===== config.mk =====
export PLATFORM = sky130hd
export DESIGN_NAME = sio_chan_regfile
export DESIGN_NICKNAME = d
export VERILOG_FILES = /design/src/rtl/sio_regs_pkg.sv /design/src/rtl/sio_chan_ctrl.sv /design/src/rtl/sio_chan_data.sv /design/src/rtl/sio_chan_regfile.sv
export SDC_FILE = /design/constraint.sdc
export NUM_CORES = 1
export LEC_CHECK = 0
export ABC_AREA = 1
export BUFFER_PORTS_ARGS = -buffer_cell sky130_fd_sc_hd__buf_2
export CELL_PAD_IN_SITES_DETAIL_PLACEMENT = 0
export CELL_PAD_IN_SITES_GLOBAL_PLACEMENT = 2
export CORE_ASPECT_RATIO = 0.6
export CORE_MARGIN = 5
export CORE_UTILIZATION = 30
export DETAILED_ROUTE_END_ITERATION = 8
export GPL_ROUTABILITY_DRIVEN = 0
export PLACE_DENSITY_LB_ADDON = 0.05
export SYNTH_ARGS = -nofsm -noshare
export SYNTH_HDL_FRONTEND = slang
export SYNTH_SLANG_ARGS = --single-unit

===== constraint.sdc =====
create_clock -name clk -period 1.67 [get_ports clk]
set_input_delay 0.334 -clock clk [delete_from_list [all_inputs] [get_ports clk]]
set_output_delay 0.334 -clock clk [all_outputs]
set_load 0.02 [all_outputs]

===== src/rtl/sio_regs_pkg.sv =====
`timescale 1ns/1ps
package sio_regs_pkg;

  // channel offsets (the CPU map depends on these)
  localparam int OFS_MODE = 0;
  localparam int OFS_STAT = 1;
  localparam int OFS_CMD  = 2;
  localparam int OFS_HOLD = 3;

  // command codes carried in bits 7:4 of a command write
  localparam logic [3:0] CMD_PTR_MR1 = 4'h1;
  localparam logic [3:0] CMD_RST_RX  = 4'h2;
  localparam logic [3:0] CMD_RST_TX  = 4'h3;
  localparam logic [3:0] CMD_RST_ERR = 4'h4;
  localparam logic [3:0] CMD_RST_BRK = 4'h5;
  localparam logic [3:0] CMD_BRK_ON  = 4'h6;
  localparam logic [3:0] CMD_BRK_OFF = 4'h7;
  localparam logic [3:0] CMD_PTR_MR0 = 4'hB;

  localparam logic [7:0] MR0_RESET = 8'h00;
  localparam logic [7:0] MR1_RESET = 8'h13;
  localparam logic [7:0] MR2_RESET = 8'h07;

  typedef enum logic [1:0] {
    PTR_MR0 = 2'd0,
    PTR_MR1 = 2'd1,
    PTR_MR2 = 2'd2
  } modePtr_t;

  // strobes from control to datapath, one bus cycle wide
  typedef struct packed {
    logic wrMr0;
    logic wrMr1;
    logic wrMr2;
    logic wrClk;
    logic wrThr;
    logic rdMode;
    logic rdStat;
    logic rdCmd;
    logic rdHold;
    logic rxOn;
    logic rxOff;
    logic txOn;
    logic txOff;
    logic rstRx;
    logic rstTx;
    logic rstErr;
    logic rstBrk;
    logic brkOn;
    logic brkOff;
  } chanStrb_t;

endpackage


===== src/rtl/sio_chan_ctrl.sv =====
`timescale 1ns/1ps
module sio_chan_ctrl
  import sio_regs_pkg::*;
#(
  parameter int AW      = 2,
  parameter int DW      = 8,
  parameter bit HAS_MR0 = 1'b1
) (
  input  logic          clk,
  input  logic          rstN,
  input  logic [AW-1:0] busAddr,
  input  logic          busWr,
  input  logic          busRd,
  input  logic [DW-1:0] busWdata,
  output chanStrb_t     strb,
  output modePtr_t      modePtr
);

  localparam logic [AW-1:0] A_MODE = AW'(OFS_MODE);
  localparam logic [AW-1:0] A_STAT = AW'(OFS_STAT);
  localparam logic [AW-1:0] A_CMD  = AW'(OFS_CMD);
  localparam logic [AW-1:0] A_HOLD = AW'(OFS_HOLD);

  modePtr_t   ptrQ;
  logic       wrMode;
  logic       wrCmd;
  logic [3:0] cmdCode;
  logic       ptrToMr1;
  logic       ptrToMr0;

  assign wrMode  = busWr && (busAddr == A_MODE);
  assign wrCmd   = busWr && (busAddr == A_CMD);
  assign cmdCode = busWdata[7:4];

  assign ptrToMr1 = wrCmd && (cmdCode == CMD_PTR_MR1);

  generate
    if (HAS_MR0) begin : g_ptrMr0
      assign ptrToMr0 = wrCmd && (cmdCode == CMD_PTR_MR0);
    end else begin : g_noPtrMr0
      assign ptrToMr0 = 1'b0;
    end
  endgenerate

  always_comb begin
    strb        = '0;
    strb.wrMr0  = wrMode && (ptrQ == PTR_MR0);
    strb.wrMr1  = wrMode && (ptrQ == PTR_MR1);
    strb.wrMr2  = wrMode && (ptrQ == PTR_MR2);
    strb.wrClk  = busWr && (busAddr == A_STAT);
    strb.wrThr  = busWr && (busAddr == A_HOLD);
    strb.rdMode = busRd && (busAddr == A_MODE);
    strb.rdStat = busRd && (busAddr == A_STAT);
    strb.rdCmd  = busRd && (busAddr == A_CMD);
    strb.rdHold = busRd && (busAddr == A_HOLD);
    strb.rxOn   = wrCmd && busWdata[0];
    strb.rxOff  = wrCmd && busWdata[1];
    strb.txOn   = wrCmd && busWdata[2];
    strb.txOff  = wrCmd && busWdata[3];
    strb.rstRx  = wrCmd && (cmdCode == CMD_RST_RX);
    strb.rstTx  = wrCmd && (cmdCode == CMD_RST_TX);
    strb.rstErr = wrCmd && (cmdCode == CMD_RST_ERR);
    strb.rstBrk = wrCmd && (cmdCode == CMD_RST_BRK);
    strb.brkOn  = wrCmd && (cmdCode == CMD_BRK_ON);
    strb.brkOff = wrCmd && (cmdCode == CMD_BRK_OFF);
  end

  // pointer: commands reload it, mode writes walk MR0 -> MR1 -> MR2 and park
  always_ff @(posedge clk or negedge rstN) begin
    if (!rstN) begin
      ptrQ <= PTR_MR1;
    end else if (ptrToMr1) begin
      ptrQ <= PTR_MR1;
    end else if (ptrToMr0) begin
      ptrQ <= PTR_MR0;
    end else if (wrMode) begin
      case (ptrQ)
        PTR_MR0: ptrQ <= PTR_MR1;
        PTR_MR1: ptrQ <= PTR_MR2;
        default: ptrQ <= PTR_MR2;
      endcase
    end
  end

  assign modePtr = ptrQ;


  mr1_walk_chk: assert property (@(posedge clk) disable iff (!rstN)
    strb.wrMr1 |=> (modePtr == PTR_MR2));


  mr2_park_chk: assert property (@(posedge clk) disable iff (!rstN)
    strb.wrMr2 |=> (modePtr == PTR_MR2));


  mr0_walk_chk: assert property (@(posedge clk) disable iff (!rstN)
    strb.wrMr0 |=> (modePtr == PTR_MR1));

endmodule


===== src/rtl/sio_chan_data.sv =====
`timescale 1ns/1ps
module sio_chan_data
  import sio_regs_pkg::*;
#(
  parameter int DW      = 8,
  parameter bit HAS_MR0 = 1'b1
) (
  input  logic          clk,
  input  logic          rstN,
  input  chanStrb_t     strb,
  input  modePtr_t      modePtr,
  input  logic [DW-1:0] busWdata,
  output logic [DW-1:0] busRdata,
  input  logic          rxFifoReady,
  input  logic          rxFifoFull,
  input  logic          txFifoReady,
  input  logic          txShiftEmpty,
  input  logic          evOverrun,
  input  logic          evParity,
  input  logic          evFraming,
  input  logic          evBreak,
  input  logic [DW-1:0] rxHoldData,
  input  logic          serTxd,
  output logic          rxEnable,
  output logic          txEnable,
  output logic          rxFlush,
  output logic          txFlush,
  output logic          txBreak,
  output logic          txLine,
  output logic [1:0]    dataBits,
  output logic [2:0]    parityMode,
  output logic [3:0]    stopCode,
  output logic          fifoEnable,
  output logic          txHalfLevel,
  output logic [2:0]    baudExt,
  output logic [DW-1:0] clockSel,
  output logic          txLoad,
  output logic [DW-1:0] txData,
  output logic          rxPop
);

  logic [7:0]    mr0Q, mr1Q, mr2Q;
  logic [DW-1:0] clkSelQ, txDataQ, rdataQ, rdataD;
  logic          rxEnQ, txEnQ, brkQ;
  logic          rxEnD, txEnD, brkD;
  logic          ovrQ, parQ, frmQ, brkDetQ;
  logic          rxHideQ;
  logic          rxFlushQ, txFlushQ, txLoadQ, rxPopQ;
  logic [7:0]    statVec;

  // ---- extended mode register, present only in the MR0 variant ----
  generate
    if (HAS_MR0) begin : g_mr0
      always_ff @(posedge clk or negedge rstN) begin
        if (!rstN)           mr0Q <= MR0_RESET;
        else if (strb.wrMr0) mr0Q <= busWdata[7:0];
      end
    end else begin : g_noMr0
      assign mr0Q = 8'h00;
    end
  endgenerate

  // ---- framing mode registers and clock select ----
  always_ff @(posedge clk or negedge rstN) begin
    if (!rstN) begin
      mr1Q    <= MR1_RESET;
      mr2Q    <= MR2_RESET;
      clkSelQ <= '0;
    end else begin
      if (strb.wrMr1) mr1Q    <= busWdata[7:0];
      if (strb.wrMr2) mr2Q    <= busWdata[7:0];
      if (strb.wrClk) clkSelQ <= busWdata;
    end
  end

  // ---- enables and break: disable wins, break needs an enabled transmitter ----
  always_comb begin
    rxEnD = rxEnQ;
    if (strb.rxOn)  rxEnD = 1'b1;
    if (strb.rxOff) rxEnD = 1'b0;
    txEnD = txEnQ;
    if (strb.txOn)  txEnD = 1'b1;
    if (strb.txOff) txEnD = 1'b0;
    brkD = brkQ;
    if (strb.brkOn) brkD = 1'b1;
    if (strb.brkOff || !txEnD) brkD = 1'b0;
  end

  always_ff @(posedge clk or negedge rstN) begin
    if (!rstN) begin
      rxEnQ <= 1'b0;
      txEnQ <= 1'b0;
      brkQ  <= 1'b0;
    end else begin
      rxEnQ <= rxEnD;
      txEnQ <= txEnD;
      brkQ  <= brkD;
    end
  end

  // ---- sticky status: a new event outranks a clear in the same cycle ----
  always_ff @(posedge clk or negedge rstN) begin
    if (!rstN) begin
      ovrQ    <= 1'b0;
      parQ    <= 1'b0;
      frmQ    <= 1'b0;
      brkDetQ <= 1'b0;
      rxHideQ <= 1'b0;
    end else begin
      ovrQ    <= (ovrQ    & ~strb.rstErr) | evOverrun;
      parQ    <= (parQ    & ~strb.rstErr) | evParity;
      frmQ    <= (frmQ    & ~strb.rstErr) | evFraming;
      brkDetQ <= (brkDetQ & ~strb.rstBrk) | evBreak;
      if (strb.rstRx)       rxHideQ <= 1'b1;
      else if (!rxFifoReady) rxHideQ <= 1'b0;
    end
  end

  // ---- one-cycle pulses toward the serializer and FIFOs ----
  always_ff @(posedge clk or negedge rstN) begin
    if (!rstN) begin
      rxFlushQ <= 1'b0;
      txFlushQ <= 1'b0;
      txLoadQ  <= 1'b0;
      rxPopQ   <= 1'b0;
      txDataQ  <= '0;
    end else begin
      rxFlushQ <= strb.rstRx;
      txFlushQ <= strb.rstTx;
      txLoadQ  <= strb.wrThr;
      rxPopQ   <= strb.rdHold;
      if (strb.wrThr) txDataQ <= busWdata;
    end
  end

  // ---- status byte ----
  always_comb begin
    statVec    = 8'h00;
    statVec[0] = rxFifoReady  & ~rxHideQ;
    statVec[1] = rxFifoFull   & ~rxHideQ;
    statVec[2] = txFifoReady  & txEnQ;
    statVec[3] = txShiftEmpty & txEnQ;
    statVec[4] = ovrQ;
    statVec[5] = parQ;
    statVec[6] = frmQ;
    statVec[7] = brkDetQ;
  end

  // ---- registered read-back ----
  always_comb begin
    rdataD = rdataQ;
    if (strb.rdMode) begin
      case (modePtr)
        PTR_MR0: rdataD = DW'(mr0Q);
        PTR_MR1: rdataD = DW'(mr1Q);
        default: rdataD = DW'(mr2Q);
      endcase
    end else if (strb.rdStat) begin
      rdataD = DW'(statVec);
    end else if (strb.rdCmd) begin
      rdataD = '0;
    end else if (strb.rdHold) begin
      rdataD = rxHoldData;
    end
  end

  always_ff @(posedge clk or negedge rstN) begin
    if (!rstN) rdataQ <= '0;
    else       rdataQ <= rdataD;
  end

  assign busRdata    = rdataQ;
  assign rxEnable    = rxEnQ;
  assign txEnable    = txEnQ;
  assign txBreak     = brkQ;
  assign txLine      = serTxd & ~brkQ;
  assign rxFlush     = rxFlushQ;
  assign txFlush     = txFlushQ;
  assign txLoad      = txLoadQ;
  assign txData      = txDataQ;
  assign rxPop       = rxPopQ;
  assign dataBits    = mr1Q[1:0];
  assign parityMode  = mr1Q[4:2];
  assign stopCode    = mr2Q[3:0];
  assign baudExt     = mr0Q[2:0];
  assign fifoEnable  = mr0Q[3];
  assign txHalfLevel = mr0Q[4];
  assign clockSel    = clkSelQ;


  rx_off_chk: assert property (@(posedge clk) disable iff (!rstN)
    strb.rxOff |=> !rxEnable);


  brk_needs_tx_chk: assert property (@(posedge clk) disable iff (!rstN)
    txBreak |-> txEnable);


  brk_line_chk: assert property (@(posedge clk) disable iff (!rstN)
    txBreak |-> !txLine);


  err_clear_chk: assert property (@(posedge clk) disable iff (!rstN)
    (strb.rstErr && !evOverrun && !evParity && !evFraming)
      |=> (!ovrQ && !parQ && !frmQ));


  rx_flush_chk: assert property (@(posedge clk) disable iff (!rstN)
    strb.rstRx |=> (rxFlush && $stable(rxEnable)));


  rdata_hold_chk: assert property (@(posedge clk) disable iff (!rstN)
    !(strb.rdMode || strb.rdStat || strb.rdCmd || strb.rdHold) |=> $stable(busRdata));

endmodule


===== src/rtl/sio_chan_regfile.sv =====
`timescale 1ns/1ps
module sio_chan_regfile
  import sio_regs_pkg::*;
#(
  parameter int AW      = 2,
  parameter int DW      = 8,
  parameter bit HAS_MR0 = 1'b1
) (
  input  logic          clk,
  input  logic          rstN,
  input  logic [AW-1:0] busAddr,
  input  logic          busWr,
  input  logic          busRd,
  input  logic [DW-1:0] busWdata,
  output logic [DW-1:0] busRdata,
  input  logic          rxFifoReady,
  input  logic          rxFifoFull,
  input  logic          txFifoReady,
  input  logic          txShiftEmpty,
  input  logic          evOverrun,
  input  logic          evParity,
  input  logic          evFraming,
  input  logic          evBreak,
  input  logic [DW-1:0] rxHoldData,
  input  logic          serTxd,
  output logic          rxEnable,
  output logic          txEnable,
  output logic          rxFlush,
  output logic          txFlush,
  output logic          txBreak,
  output logic          txLine,
  output logic [1:0]    dataBits,
  output logic [2:0]    parityMode,
  output logic [3:0]    stopCode,
  output logic          fifoEnable,
  output logic          txHalfLevel,
  output logic [2:0]    baudExt,
  output logic [DW-1:0] clockSel,
  output logic          txLoad,
  output logic [DW-1:0] txData,
  output logic          rxPop
);

  chanStrb_t strb;
  modePtr_t  modePtr;

  sio_chan_ctrl #(.AW(AW), .DW(DW), .HAS_MR0(HAS_MR0)) u_ctrl (
    .clk      (clk),
    .rstN     (rstN),
    .busAddr  (busAddr),
    .busWr    (busWr),
    .busRd    (busRd),
    .busWdata (busWdata),
    .strb     (strb),
    .modePtr  (modePtr)
  );

  sio_chan_data #(.DW(DW), .HAS_MR0(HAS_MR0)) u_data (
    .clk          (clk),
    .rstN         (rstN),
    .strb         (strb),
    .modePtr      (modePtr),
    .busWdata     (busWdata),
    .busRdata     (busRdata),
    .rxFifoReady  (rxFifoReady),
    .rxFifoFull   (rxFifoFull),
    .txFifoReady  (txFifoReady),
    .txShiftEmpty (txShiftEmpty),
    .evOverrun    (evOverrun),
    .evParity     (evParity),
    .evFraming    (evFraming),
    .evBreak      (evBreak),
    .rxHoldData   (rxHoldData),
    .serTxd       (serTxd),
    .rxEnable     (rxEnable),
    .txEnable     (txEnable),
    .rxFlush      (rxFlush),
    .txFlush      (txFlush),
    .txBreak      (txBreak),
    .txLine       (txLine),
    .dataBits     (dataBits),
    .parityMode   (parityMode),
    .stopCode     (stopCode),
    .fifoEnable   (fifoEnable),
    .txHalfLevel  (txHalfLevel),
    .baudExt      (baudExt),
    .clockSel     (clockSel),
    .txLoad       (txLoad),
    .txData       (txData),
    .rxPop        (rxPop)
  );

endmodule


Word-level counts from Yosys, hierarchy flattened
Index checks and enable logic that the tools add are counted.

word-level totals
  register bits = 62
  logic and storage cells = 98
  input port bits = 31

cells by class
  equality and inequality tests = 14
  reduce and logical (&&, ||, !) cells = 31
  multiplexer cells = 17
  bitwise gates (word level) = 17

operators by type and width
  cell                number
  $mux 8              4
  $logic_and 1x1->1   23
  $eq 4x3->1 const B  4
  $pmux 8 s2          1
  $and 1x1->1         9
  $eq 4x2->1 const B  2
  $mux 1              8
  $mux 2              4
  $eq 2x2->1 const B  3
  $eq 2x1->1 const B  2
  $eq 4x1->1 const B  1
  $eq 4x4->1 const B  1
  $logic_not 2->1     2
  $not 1->1           4
  $or 1x1->1          4
  $reduce_bool 2->1   2
  $reduce_bool 4->1   1
  $reduce_bool 3->1   1
  $ne 2x1->1 const B  1
  $logic_not 1->1     1
  $logic_or 1x1->1    1

Logic depth before layout (Yosys ltp)
Gate-level depths: netlist of run 1.

  word-level depth = 8
  mapped depth = 9
  depth with buffers taken out = 8

By module
Synthesis of run 1 repeated with hierarchy kept, for this count alone.

second synthesis, totals
  cell total of the unflattened synthesis = 286
  area, all modules = 2961.6 um^2

by module, submodules not included
  module         cells an instance  instances  area an instance (um^2)
  sio_chan_data  226                1          2637.5
  sio_chan_ctrl  60                 1          324.1

Worst setup path after synthesis of run 1
No wires, ideal clock.

  kind = register to register
  start = register u_ctrl.ptrQ[0], in the netlist u_ctrl.modePtr[0]
  end = register u_data.mr1Q[5]
  path buffers = 2
  data required time = 1.545 ns
  period minus slack after synthesis = 1.353 ns
  arrival = 1.228 ns
  setup slack = 0.317 ns
  library setup time = 0.125 ns
  cell stages (with the launch flop) = 8
  cell sequence = dfstp_2 -> buf_2 -> inv_2 -> nor2_2 -> nand2_4 -> buf_6 -> nand2_1 -> o21ai_1

on the way
  cells in the longest elaborated chain, start to end = 2

RTL lines
  element                 RTL line             RTL
  start, declared         sio_chan_ctrl.sv:24  modePtr_t ptrQ;
  start signal, assigned  sio_chan_ctrl.sv:71  ptrQ <= PTR_MR1;
  start signal, assigned  sio_chan_ctrl.sv:73  ptrQ <= PTR_MR1;
  start signal, assigned  sio_chan_ctrl.sv:75  ptrQ <= PTR_MR0;
  $eq 2x1->1              sio_chan_ctrl.sv:48  strb.wrMr1 = wrMode && (ptrQ == PTR_MR1);
  $logic_and 1x1->1       sio_chan_ctrl.sv:48
  end signal, assigned    sio_chan_data.sv:70  if (strb.wrMr1) mr1Q <= busWdata[7:0];
  end, declared           sio_chan_data.sv:42  logic [7:0] mr0Q, mr1Q, mr2Q;

Every way passes these cells.
A chain may end at the register's enable or synchronous reset.

Worst setup path in the final report of run 1
  start = register u_ctrl.ptrQ[0], in the netlist u_ctrl.modePtr[0]
  end = register u_data.mr1Q[3]

The elaborated chain is that of the path after synthesis.

==> qor_table.md, run 1 <==
| Stage | Item | Value |
|---|---|---|
| sta | Post-layout worst setup margin | 0.279 ns |
| clocking | Buffers inserted during post-CTS setup optimization | 0 |
| sta | Final hold viol count | 0 |
| place | HPWL after detailed placement | 6.39 mm |
| synthesis | Syn Std Cell Area | 2950 sq um |
| critical path | Critical path capture point type | register |
| grt | Total overflow reported by the global router | 0 |
| critical path | Sequence of cells on the critical path | inv_2, nor2_2, nand2_4, nand2_1, o21ai_1 |
| synthesis | Total of warnings raised by yosys | 0 |
| die | Number of standard-cell rows in the floorplan | 28 |
| routing | Met1 layer wirelength in the final routing | 4.31 mm |
| critical path | Critical path start-end classification | register to register |
| layout | Final net count | 437 |
| pwr | Lkg Pwr | 1.95 nW |
| die | Width of the die | 138 um |
| routing | Residual antenna-violating net count after detailed routing | 0 |
| clocking | Count of clock tree sinks | 62 |
| place | Number of placed instances, taps included | 530 |
| synthesis | Total nets after synthesis | 363 |
| clocking | CTS Hold Bufs | 0 |
| critical path | Highest-delay cell along the critical path | dfstp_2 |
| clocking | Deepest level of the CTS H-tree | 3 |
| routing | Met2 WL | 3.31 mm |
| synthesis | Post-synthesis sequential element count | 62 |
| sta | Tcrit/Tclk final | 83.3% |
| critical path | Worst Path Required | 1.87 ns |
| clocking | CTS Root Buffer Type | clkbuf_16 |
| die | Die Y-Extent | 86.8 um |
| sta | Slew Viols, Final | 0 |
| routing | TritonRoute pass-1 iters | 4 |
| routing | Sum of routed wire length over all layers | 8.23 mm |
| sta | Setup tns final | 0 ns |
| outcome | Run status | complete, no violations |
| place | Worst slack after detailed placement | 0.120 ns |
| routing | Detailed router's first-iteration violation count | 141 |
| synthesis | Share of async-settable or async-resettable flops after synthesis | 100% |
| clocking | CTS clk-pin slew, worst paths | 0.05 ns |
| job | Max_cap viols | 0 |
| critical path | Max FO, Critical Path | 16 |
| synthesis | Top cell type by total area after synthesis | dfrtp_1 |
| routing | DR vias | 2410 |
| grt | All-Layer GR Usage | 15.2% |
| critical path | Worst setup SP type | register |
| synthesis | Top cell type's share of synthesized area | 46.7% |
| layout | Layout cells sized above 1 | 34.1% |
| critical path | CP arrival | 1.59 ns |
| synthesis | Synthesized netlist cell count | 332 |
| sta | Achievable Freq | 0.719 GHz |
| routing | Met3 routed WL | 521 um |
| pwr | Worst vdd ir | 0.536 mV |
| critical path | Number of buffers and inverters on the critical path | 1 |
| critical path | Maximum cell stage delay along the critical path | 0.60 ns |
| synthesis | Area contributors post-synth | dfrtp_1 (47%), nand2_1 (13%), dfstp_2 (6.2%) |
| grt | Global-route wire length before repair | 13.5 mm |
| pwr | Cell Pwr Density | 1540 nW/um^2 |
| worst hold path | Tightest Hold Check Type | input port to asynchronous set/reset pin |
| die | Area of the die | 12000 sq um |
| sta | Number of setup violations in the final report | 0 |
| sta | Tightest Pin Transition | 0.369 ns |
| sta | Tightest slew margin relative to the limit | 75.4% |
| sta | Largest clock skew in the final design | 0.00438 ns |
| synthesis | Number of enable-type register cells in the synthesized netlist | 0 |
| layout | Antenna diodes | 0 |
| clocking | Clock network latency to the later pin of the worst-skew pair | 0.33 ns |
| grt | Pin count of the biggest net entering global routing | 63 |
| routing | Number of design rule violations left after detail routing | 0 |
| synthesis | Part of the Yosys area used for sequential elements | 53.0% |
| die | Placeable core area | 9740 sq um |
| grt | Vias in the first global route | 2512 |
| routing | Per-cell via count in the routed design | 4.41 |
| layout | Number of filler cells placed in the layout | 1051 |
| synthesis | Synth Area per Inst | 8.88 sq um |
| clocking | Number of buffers inserted during clock tree synthesis | 9 |
| routing | Wire per inst | 15.1 um |
| layout | P&R area growth vs syn | 25.4% |
| critical path | Worst path top cell family by delay | flip-flops |
| die | Starting density of the core | 30.3% |
| sta | Final critical-path required period | 1.39 ns |
| clocking | Clock Path Buffers | 2 |
| clocking | TritonCTS clock tree | done |
| layout | Non-filler instance count after layout | 546 |
| grt | Antenna violations before repair | 0 |
| sta | Setup repair after global routing missed its margin | no |
| synthesis | Cell variety after synth | 30 |
| place | Port Buf Inserts | 76 |
| clocking | Number of gates resized after cts | 0 |
| synthesis | Prevailing post-synth register cell | dfrtp_1 |
| routing | Highest metal layer with signal wires | met4 |
| die | Ports | 77 |
-- layout by cell type (no fill, tap or decap), types with 2 or more instances in the layout --
cell         n
nor2_1      11
nand2_1    105
nand2_4      2
a21o_1       4
o21ai_2     16
nor3_1       2
buf_4        8
clkbuf_8     3
dfrtp_1     55
inv_1       24
a21oi_1      2
nor2_8       2
o21ai_1     15
clkinv_2     2
clkbuf_16    9
nand3_1     30
dfstp_2      7
nand2_2      3
o21ai_0     13
buf_2       76
nor2_2       3
inv_2        4
o211ai_1     3
-- per-layer routing --
layer | track usage (%) | vias to the layer above
met1 | 22.7 | 1126
met2 | 20.8 | 52
met3 | 5.05 | 10
li1 | - | 1222
met4 | 4.30 | 0
met5 | 0 | -
-- flip-flops by register name, indices dropped and copies added (netlist names) --
name and cells:
u_data.busRdata 8, u_data.clockSel 8, u_data.mr0Q 8, u_data.mr1Q 8, u_data.mr2Q 8, u_data.txData 8
u_ctrl.modePtr 2, u_data.brkDetQ 1, u_data.frmQ 1, u_data.ovrQ 1, u_data.parQ 1, u_data.rxEnable 1
u_data.rxFlush 1, u_data.rxHideQ 1, u_data.rxPop 1, u_data.txBreak 1, u_data.txEnable 1, u_data.txFlush 1
u_data.txLoad 1
-- cell families (layout without fill, tap and decap cells) --
kind of cell	count (synthesis)	in the layout	share of synthesized area, %
multiplexers	1	1	0.340
buffers and inverters	52	131	9.60
AO/OA/AOI/OAI	56	56	12.5
AND/OR/NAND/NOR	161	161	24.6
flip-flops	62	62	53.0
-- synth_stat cells, types with 2 or more instances --
master    instances
nand2_1         105
dfrtp_1          55
nand3_1          30
inv_1            24
o21ai_2          16
o21ai_1          15
buf_4            13
o21ai_0          13
nor2_1           11
dfstp_2           7
buf_2             5
a21o_1            4
buf_6             4
inv_2             4
nand2_2           3
nor2_2            3
o211ai_1          3
a21oi_1           2
nand2_4           2
nor2_8            2
nor3_1            2
-- metrics by stage --
stage                     instance area, sq um  utilization, %  hold slack, ns  power [W]
after floorplan                           2950               -          0.0384    0.00352
after global placement                    3410            35.0           0.373    0.00400
after detailed placement                  3410            35.0           0.372    0.00399
after CTS                                 3700            37.9          0.0166    0.00579
after global routing                      3700            37.9          0.0396    0.00611
final                                     3700            37.9         0.00962    0.00570
-- worst paths after layout --
kind	startpoint	end	slack [ns]	depth (start not counted)
worst max-delay path	u_ctrl.modePtr[0]	u_data.mr1Q[3]	0.28	5
worst min-delay path	rstN	u_data.clockSel[5]	0.01	2
worst max register to register	u_ctrl.modePtr[0]	u_data.mr1Q[3]	0.28	5
worst min register to register	u_data.busRdata[3]	u_data.busRdata[3]	0.47	2
max in group asynchronous	rstN	u_data.mr1Q[0]	1.34	2
min in group clk	evOverrun	u_data.ovrQ	0.18	2
-- area by class of cell --
type / instances / area [sq um] / area share [%]
Clock buffer: 13 / 270 / 7.31
Clock inverter: 3 / 17.5 / 0.474
Inverter: 30 / 115 / 3.11
Multi-Input combinational cell: 218 / 1100 / 29.9
Sequential cell: 62 / 1560 / 42.2
Tap cell: 135 / 169 / 4.57
Timing Repair Buffer: 85 / 460 / 12.5
-- power by group --
part / leakage (nW) / total [W] / internal [W] / switching [W]
combinational: 1.05 / 0.00165 / 0.000594 / 0.00105
clock: 0.142 / 0.00176 / 0.00112 / 0.000645
sequential: 0.751 / 0.00228 / 0.00196 / 0.000318
-- worst reg2reg max path, stage by stage (launching register included) --
cell and delay [ns]:
dfstp_2 0.60, inv_2 0.08, nor2_2 0.25, nand2_4 0.19
nand2_1 0.09, o21ai_1 0.06
No activity file was read; power rests on OpenSTA's default activity.
==> inputs of run 2 (changes only) <==
==> constraint.sdc (replaced) <==
create_clock -name clk -period 1.4 [get_ports clk]
set_input_delay 0.28 -clock clk [delete_from_list [all_inputs] [get_ports clk]]
set_output_delay 0.28 -clock clk [all_outputs]
set_load 0.02 [all_outputs]
==> qor_table.md, run 2 (same netlist as run 1, synthesis figures left out) <==
| Stage | Item | Value |
|---|---|---|
| pwr | Lkg Pwr | 2.02 nW |
| critical path | Maximum cell stage delay along the critical path | 0.56 ns |
| clocking | Number of buffers inserted during clock tree synthesis | 9 |
| routing | Met1 layer wirelength in the final routing | 4.16 mm |
| outcome | Run status | complete, no violations |
| pwr | Worst vdd ir | 0.622 mV |
| die | Starting density of the core | 30.3% |
| routing | Residual antenna-violating net count after detailed routing | 0 |
| grt | Vias in the first global route | 2551 |
| grt | All-Layer GR Usage | 14.8% |
| sta | Post-layout worst setup margin | 0.0733 ns |
| clocking | Count of clock tree sinks | 62 |
| routing | Highest metal layer with signal wires | met4 |
| sta | Setup tns final | 0 ns |
| critical path | Max FO, Critical Path | 3 |
| layout | Antenna diodes | 0 |
| routing | Detailed router's first-iteration violation count | 85 |
| clocking | Clock network latency to the later pin of the worst-skew pair | 0.33 ns |
| die | Die Y-Extent | 86.8 um |
| critical path | Worst Path Required | 1.12 ns |
| die | Width of the die | 138 um |
| sta | Number of setup violations in the final report | 0 |
| critical path | CP arrival | 1.05 ns |
| routing | Number of design rule violations left after detail routing | 0 |
| sta | Final hold viol count | 0 |
| place | HPWL after detailed placement | 6.47 mm |
| sta | Setup repair after global routing missed its margin | no |
| grt | Global-route wire length before repair | 13.3 mm |
| clocking | CTS clk-pin slew, worst paths | 0.06 ns |
| clocking | TritonCTS clock tree | done |
| pwr | Cell Pwr Density | 1830 nW/um^2 |
| die | Ports | 77 |
| routing | Met2 WL | 3.38 mm |
| die | Area of the die | 12000 sq um |
| clocking | Buffers inserted during post-CTS setup optimization | 0 |
| critical path | Worst path top cell family by delay | flip-flops |
| critical path | Critical path capture point type | output pin |
| routing | Met3 routed WL | 527 um |
| grt | Antenna violations before repair | 0 |
| grt | Total overflow reported by the global router | 0 |
| sta | Tightest slew margin relative to the limit | 71.2% |
| sta | Tightest Pin Transition | 0.432 ns |
| routing | DR vias | 2445 |
| critical path | Critical path start-end classification | register to output pin |
| job | Max_cap viols | 0 |
| die | Number of standard-cell rows in the floorplan | 28 |
| clocking | Clock Path Buffers | 2 |
| sta | Largest clock skew in the final design | 0.00564 ns |
| critical path | Number of buffers and inverters on the critical path | 1 |
| critical path | Highest-delay cell along the critical path | dfstp_2 |
| sta | Tcrit/Tclk final | 94.8% |
| place | Port Buf Inserts | 76 |
| clocking | CTS Root Buffer Type | clkbuf_16 |
| layout | Layout cells sized above 1 | 35.5% |
| worst hold path | Tightest Hold Check Type | input port to register |
| place | Worst slack after detailed placement | -0.0814 ns |
| layout | P&R area growth vs syn | 29.8% |
| critical path | Sequence of cells on the critical path | buf_2 |
| routing | TritonRoute pass-1 iters | 4 |
| sta | Final critical-path required period | 1.33 ns |
| sta | Tightest hold margin | 0.124 ns |
| critical path | Worst setup SP type | register |
| clocking | Deepest level of the CTS H-tree | 3 |
| routing | Per-cell via count in the routed design | 4.39 |
| layout | Commonest non-fill, non-tap cells in the layout | nand2_1 (105), buf_2 (76), dfrtp_1 (55) |
| sta | Achievable Freq | 0.754 GHz |
| routing | Wire per inst | 14.6 um |
| layout | Final net count | 448 |
| grt | Pin count of the biggest net entering global routing | 32 |
| layout | Leading cell type in the layout, fill and taps excluded | nand2_1 |
| sta | Slew Viols, Final | 0 |
| routing | Sum of routed wire length over all layers | 8.15 mm |
| die | Placeable core area | 9740 sq um |
[run 2: area by class of cell]
class / count / area [sq um]
Clock inverter: 4 / 45.0
Fill cell: 1055 / 5910
Timing Repair Buffer: 96 / 571
Clock buffer: 12 / 256
Multi-Input combinational cell: 218 / 1110
Sequential cell: 62 / 1560
Tap cell: 135 / 169
Inverter: 30 / 115
[run 2: worst paths after layout]
check	start	end	slack, ns	cells past startpoint
max reg2reg	u_ctrl.modePtr[1]	u_data.mr0Q[3]	0.12	5
min	evParity	u_data.parQ	0.12	2
max in group asynchronous	rstN	u_data.mr1Q[0]	0.42	3
min reg2reg	u_data.busRdata[2]	u_data.busRdata[2]	0.47	2
max	u_data.mr1Q[1]	dataBits[1]	0.07	1
min in group asynchronous	rstN	u_data.rxEnable	0.41	2
[run 2: where the power goes]
group / total (W) / switching, W / leakage [nW] / internal (W)
combinational: 0.00205 / 0.00128 / 1.12 / 0.000766
sequential: 0.00271 / 0.000369 / 0.751 / 0.00234
clock: 0.00225 / 0.000785 / 0.152 / 0.00146
[run 2: per-layer routing]
layer | vias up | GRT usage, %
met5 | - | 0
met4 | 0 | 4.04
met2 | 59 | 21.0
met1 | 1132 | 21.5
met3 | 9 | 5.10
li1 | 1245 | -
[run 2: timing repair]
| action | 4_1_cts | 5_1_grt |
|---|---|---|
| endpoints found under the hold margin | 12 | 0 |
| resized for setup | 0 | 2 |
| setup endpoints to repair | 0 | 5 |
| hold buffers | 1 | 0 |
[run 2: stage by stage]
stage | utilization (%) | total power, W | cell area (sq um) | instances
floorplan | - | 0.00420 | 2950 | 332
global placement | 36.0 | 0.00479 | 3510 | 540
detailed placement | 36.0 | 0.00481 | 3510 | 540
CTS | 39.2 | 0.00710 | 3820 | 557
global route | 39.3 | 0.00747 | 3820 | 557
finish | 39.3 | 0.00701 | 3820 | 557
